==> src/rtl/fstx_pkg.sv <==
package fstx_pkg;
   localparam int EV_UNDER = 0;
   localparam int EV_SYNC  = 1;
   localparam int EV_OVER  = 2;
   localparam int EV_NUM   = 3;
endpackage

==> src/rtl/fstx_buffer.sv <==
module fstx_buffer #(
   parameter int WORD_W = 8
) (
   input  logic              clk,
   input  logic              rst_n,
   input  logic              wr_en,
   input  logic [WORD_W-1:0] wr_data,
   input  logic              take,
   output logic [WORD_W-1:0] buf_q,
   output logic              full,
   output logic              ovf_evt
);
   // a write is judged against the fullness before the edge
   assign ovf_evt = wr_en && full;

   always_ff @(posedge clk) begin
      if (!rst_n) begin
         buf_q <= '0;
         full  <= 1'b0;
      end else begin
         if (take)
            full <= 1'b0;
         if (wr_en && !full) begin
            buf_q <= wr_data;
            full  <= 1'b1;
         end
      end
   end
endmodule

==> src/rtl/fstx_shifter.sv <==
module fstx_shifter #(
   parameter int WORD_W         = 8,
   parameter bit IDLE_HOLD_LAST = 1'b0
) (
   input  logic              clk,
   input  logic              rst_n,
   input  logic              fsync,
   input  logic              full,
   input  logic [WORD_W-1:0] buf_q,
   output logic              take,
   output logic              sdo,
   output logic              busy,
   output logic              last,
   output logic              und_evt,
   output logic              syn_evt
);
   localparam int IDX_W = (WORD_W > 1) ? $clog2(WORD_W) : 1;
   localparam logic [IDX_W-1:0] IDX_TOP = IDX_W'(WORD_W - 1);

   logic [WORD_W-1:0] held;
   logic [IDX_W-1:0]  idx;
   logic              frame_ok;
   logic              bit_now;

   assign last     = busy && (idx == '0);
   assign frame_ok = fsync && (!busy || last);
   assign take     = frame_ok && full;
   assign und_evt  = frame_ok && !full;
   assign syn_evt  = fsync && busy && !last;
   assign bit_now  = held[idx];

   always_ff @(posedge clk) begin
      if (!rst_n) begin
         held <= '0;
         idx  <= '0;
         busy <= 1'b0;
      end else if (frame_ok) begin
         if (full)
            held <= buf_q;
         idx  <= IDX_TOP;
         busy <= 1'b1;
      end else if (busy) begin
         if (idx == '0)
            busy <= 1'b0;
         else
            idx <= idx - 1'b1;
      end
   end

   generate
      if (IDLE_HOLD_LAST) begin : g_idle_hold
         logic last_bit;
         always_ff @(posedge clk) begin
            if (!rst_n)
               last_bit <= 1'b0;
            else if (busy)
               last_bit <= bit_now;
         end
         assign sdo = busy ? bit_now : last_bit;
      end else begin : g_idle_zero
         assign sdo = busy ? bit_now : 1'b0;
      end
   endgenerate
endmodule

==> src/rtl/fstx_status.sv <==
module fstx_status #(
   parameter int NUM = 3
) (
   input  logic           clk,
   input  logic           rst_n,
   input  logic [NUM-1:0] evt,
   input  logic [NUM-1:0] clr,
   input  logic [NUM-1:0] en,
   output logic [NUM-1:0] status,
   output logic           irq
);
   generate
      for (genvar k = 0; k < NUM; k++) begin : g_flag
         logic flag_q;
         always_ff @(posedge clk) begin
            if (!rst_n)
               flag_q <= 1'b0;
            else if (evt[k])
               flag_q <= 1'b1;
            else if (clr[k])
               flag_q <= 1'b0;
         end
         assign status[k] = flag_q;
      end
   endgenerate

   assign irq = |(status & en);
endmodule

==> src/rtl/fstx_top.sv <==
module fstx_top
   import fstx_pkg::*;
#(
   parameter int WORD_W         = 8,
   parameter bit IDLE_HOLD_LAST = 1'b0
) (
   input  logic              clk,
   input  logic              rst_n,
   input  logic              wr_en,
   input  logic [WORD_W-1:0] wr_data,
   input  logic              fsync,
   input  logic [2:0]        stat_clr,
   input  logic [2:0]        irq_en,
   output logic              sdo,
   output logic              buf_full,
   output logic              tx_ready,
   output logic [2:0]        status,
   output logic              irq
);
   generate
      if (WORD_W < 2 || WORD_W > 64) begin : g_bad_width
         $error("fstx_top: WORD_W must lie in 2..64");
      end
   endgenerate

   logic [WORD_W-1:0] buf_q;
   logic              take;
   logic              ovf_evt;
   logic              und_evt;
   logic              syn_evt;
   logic              sh_busy;
   logic              sh_last;
   logic [EV_NUM-1:0] evt;

   fstx_buffer #(.WORD_W(WORD_W)) u_buf (
      .clk     (clk),
      .rst_n   (rst_n),
      .wr_en   (wr_en),
      .wr_data (wr_data),
      .take    (take),
      .buf_q   (buf_q),
      .full    (buf_full),
      .ovf_evt (ovf_evt)
   );

   fstx_shifter #(.WORD_W(WORD_W), .IDLE_HOLD_LAST(IDLE_HOLD_LAST)) u_sh (
      .clk     (clk),
      .rst_n   (rst_n),
      .fsync   (fsync),
      .full    (buf_full),
      .buf_q   (buf_q),
      .take    (take),
      .sdo     (sdo),
      .busy    (sh_busy),
      .last    (sh_last),
      .und_evt (und_evt),
      .syn_evt (syn_evt)
   );

   always_comb begin
      evt           = '0;
      evt[EV_UNDER] = und_evt;
      evt[EV_SYNC]  = syn_evt;
      evt[EV_OVER]  = ovf_evt;
   end

   fstx_status #(.NUM(EV_NUM)) u_st (
      .clk    (clk),
      .rst_n  (rst_n),
      .evt    (evt),
      .clr    (stat_clr),
      .en     (irq_en),
      .status (status),
      .irq    (irq)
   );

   assign tx_ready = !buf_full;
endmodule

==> config.mk <==
export PLATFORM = sky130hd
export DESIGN_NAME = fstx_top
export DESIGN_NICKNAME = d
export VERILOG_FILES = /design/src/rtl/fstx_pkg.sv /design/src/rtl/fstx_buffer.sv /design/src/rtl/fstx_shifter.sv /design/src/rtl/fstx_status.sv /design/src/rtl/fstx_top.sv
export SDC_FILE = /design/constraint.sdc
export NUM_CORES = 1
export LEC_CHECK = 0
export ABC_AREA = 1
export BUFFER_PORTS_ARGS = -buffer_cell sky130_fd_sc_hd__buf_2
export CAP_MARGIN = 10
export CORE_MARGIN = 4
export CORE_UTILIZATION = 25
export DETAILED_ROUTE_END_ITERATION = 8
export PLACE_DENSITY = 0.46
export RECOVER_POWER = 100
export SLEW_MARGIN = 20
export SYNTH_ARGS = -nofsm -noshare
export SYNTH_HDL_FRONTEND = slang
export SYNTH_SLANG_ARGS = --single-unit
==> constraint.sdc <==
create_clock -name clk -period 1.8 [get_ports clk]
set_input_delay 0.18 -clock clk [delete_from_list [all_inputs] [get_ports clk]]
set_output_delay 0.18 -clock clk [all_outputs]
set_load 0.02 [all_outputs]
==> metrics.txt <==
Avg Cell Area, Syn=~6.9 sq um; Die ar.=between 0.005 and 0.006 sq mm; CP Class=flip-flop to output port; crit share post-route=a little over four fifths; synth cell count leaders=nand2_1 (39), nor2_1 (36), dfxtp_1 (24); Buf/Inv on CP=2; post-synth cell types=17; antenna cells=0; Port-buffer cells=24; Core ar.=between 0.004 and 0.005 sq mm; min-delay src=stat_clr[2]; initial antenna violation count=0; CP Launch Type=flip-flop; length of the first detailed-routing pass in iterations=4; Area Overhead vs Synth=17.5%; Fin. Hold Viols=0; GRT Util Overall=roughly 8.9%; Post-DRT Antenna Nets=0; Die X=around 74 um; cell area after synthesis=between 0.001 and 0.0015 sq mm; RSZ-0062 raised after global routing=no; Synth area leader=dfxtp_1; Min Hold Slack=~0.15 ns; first-pass GRT wire length=3800 um; Slew Limit Fails=0; FF-to-FF setup slack=around 0.33 ns; Post CTS Setup Buffer Count=0; number of global-route vias before repair=approximately 870; largest net degree at the start of global routing=22; PostCTS Resize Cnt=0; Initial DRC Count=38; R2R cell count=7; Crit. End Element=output port; Post-synth EDFFs=0; WHS Endpoint=u_st.g_flag[2].flag_q$_SDFFE_PN0P_; prevailing post-synth register cell=dfxtp_1; crit path max fanout=8; Overflow after GRT=0; DP HPWL=roughly 1700 um; hold_buf cts=0; Placed Area=~0.0012 sq mm; Hold Path Class=input port to flip-flop; clock buffer depth=2; Leak=0.663 nW; final wirelength=2260 um; Max Cap Violations=0; worst r2r dst=u_sh.idx[0]$_SDFFE_PN0P_; Synth Instances=approximately 160; clock sink total=24; top-count cell post-synth=nand2_1; post-route cell area=0.00127 sq mm; root buffer cell=clkbuf_8; hold path cells=4; Top delay family on crit path=flip-flops; Place WS=~0.45 ns; clock latency on the worst-skew pair=~0.26 ns; DRC=0; Yosys Warn Count=0; Vias=922; worst reg2reg path startpoint=u_sh.idx[0]$_SDFFE_PN0P_; nets=200; vias per std cell=4.03; Crit-path slowest cell=dfxtp_1; # fillers=455; Die Y=between 70 and 80 um; Top Ports=25; Clk pin slew, worst setup/hold paths=about 0.09 ns; Worst EP arrival=1.35 ns; FF+latch count, synth=24; status=finished, final reports clean; Final TNS setup=0 ns; num rows=23; Async SR Flop Fraction=0%; final worst slack=between 0.2 and 0.3 ns; Final Core Density=between 30% and 40%; syn_nets=177; layout cells sized above 1=14.0%; wire length per cell=slightly below 10 um; CP Data Required Time=1.62 ns; worst IR drop on VDD=about 0.29 mV; H-tree Lvls=1; Setup violations, final=0; Multi-input gate area=~460 sq um; dominant cells by area after synthesis=dfxtp_1 (44%), nand2_1 (14%), nor2_1 (13%); initial core utilization=26.5%; Synth top area share=44.4%; CTS Buf Count=3; RD Place Congestion=approximately 0.75; PwrDens=between 900 and 1000 mW/mm^2; Cell Chain, Critical Path=inv_1, nand2_1, nand3_1, nand3_1, nand2_1, nor2_1, buf_2; Reg area=480 sq um; register area share after synthesis=roughly 44%; TritonCTS clock tree=yes; Fin Clk Skew=between 0.003 and 0.004 ns; Slew @ Worst Pin=~0.36 ns; post-route minimum period=approximately 1.5 ns; slew margin rel.=75.9%; Fmax=656 MHz; max incr delay on CP=between 0.3 and 0.4 ns
==> flip-flops by register name, indices dropped and copies added, names as in the netlist <==
signal	count
u_buf.buf_q	8
u_sh.idx	3
u_buf.full	1
u_sh.busy	1
u_sh.held	8
u_st.g_flag.flag_q	3
==> metrics by stage <==
| step | power [mW] | instances |
|---|---|---|
| 2_1_floorplan | 0.761 | 157 |
| 3_3_place_gp | 0.818 | 225 |
| 3_5_place_dp | 0.816 | 225 |
| 4_1_cts | 1.29 | 229 |
| 5_1_grt | 1.34 | 229 |
| 6_report | 1.26 | 229 |
==> area by class of cell <==
class	instances	share of cell area, %
repair buffers	24	8.87
multi-input cells	106	36.6
clock buffers	3	3.25
well taps	50	4.93
inverters	21	6.21
clock inverters	1	2.36
flip-flops and latches	24	37.8
==> power breakdown <==
group / internal [mW] / switching, mW
logic: 0.0707 / 0.124
registers: 0.573 / 0.0255
clock network: 0.297 / 0.175
total: 0.941 / 0.324
==> worst max path at each step <==
stage | cells past startpoint | to | start | slack, ns
6_report | 7 | sdo | u_sh.idx[0]$_SDFFE_PN0P_ | 0.27
3_3_place_gp | 8 | u_sh.held[7]$_SDFFE_PN0P_ | u_sh.idx[0]$_SDFFE_PN0P_ | 0.46
2_1_floorplan | 9 | u_sh.held[6]$_SDFFE_PN0P_ | u_sh.idx[0]$_SDFFE_PN0P_ | 0.52
3_5_place_dp | 7 | u_sh.held[6]$_SDFFE_PN0P_ | u_sh.idx[0]$_SDFFE_PN0P_ | 0.45
5_1_grt | 8 | u_sh.held[6]$_SDFFE_PN0P_ | u_sh.idx[0]$_SDFFE_PN0P_ | 0.12
4_1_cts | 7 | sdo | u_sh.idx[0]$_SDFFE_PN0P_ | 0.27
==> per-layer routing <==
layer	routed length, um	vias up	track usage (%)
met5	0	-	0
met4	27	0	3.02
met3	56	4	2.05
met2	1040	15	13.3
met1	1140	387	12.4
li1	-	516	-
==> logic make-up (layout without fill, tap and decap cells) <==
logic type | after synthesis | in the layout | synth area share (%)
flops | 24 | 24 | 44.4
buf+inv | 27 | 49 | 11.5
fa+ha+maj | 2 | 2 | 2.31
compound gates | 15 | 15 | 7.18
simple gates | 89 | 89 | 34.6
==> worst reg2reg max path, stage by stage (launching register included) <==
cell     delay [ns]
dfxtp_1        0.35
inv_1          0.18
ha_1           0.19
nand2_2        0.05
nand2_1        0.17
inv_1          0.12
nor2_1         0.21
a21oi_1        0.10
==> cells in the final DEF (no fill, tap or decap) <==
cell and instances:
o21ai_0 9, bufinv_16 1, nand3_4 1, clkbuf_1 6
nand2_2 1, ha_1 2, dfxtp_1 24, inv_1 20
clkbuf_8 3, nor2_1 36, o211ai_1 1, inv_2 1
nand3_1 9, nand2_1 42, a21oi_1 5, buf_2 18
Power figures use the tool's default switching activity.
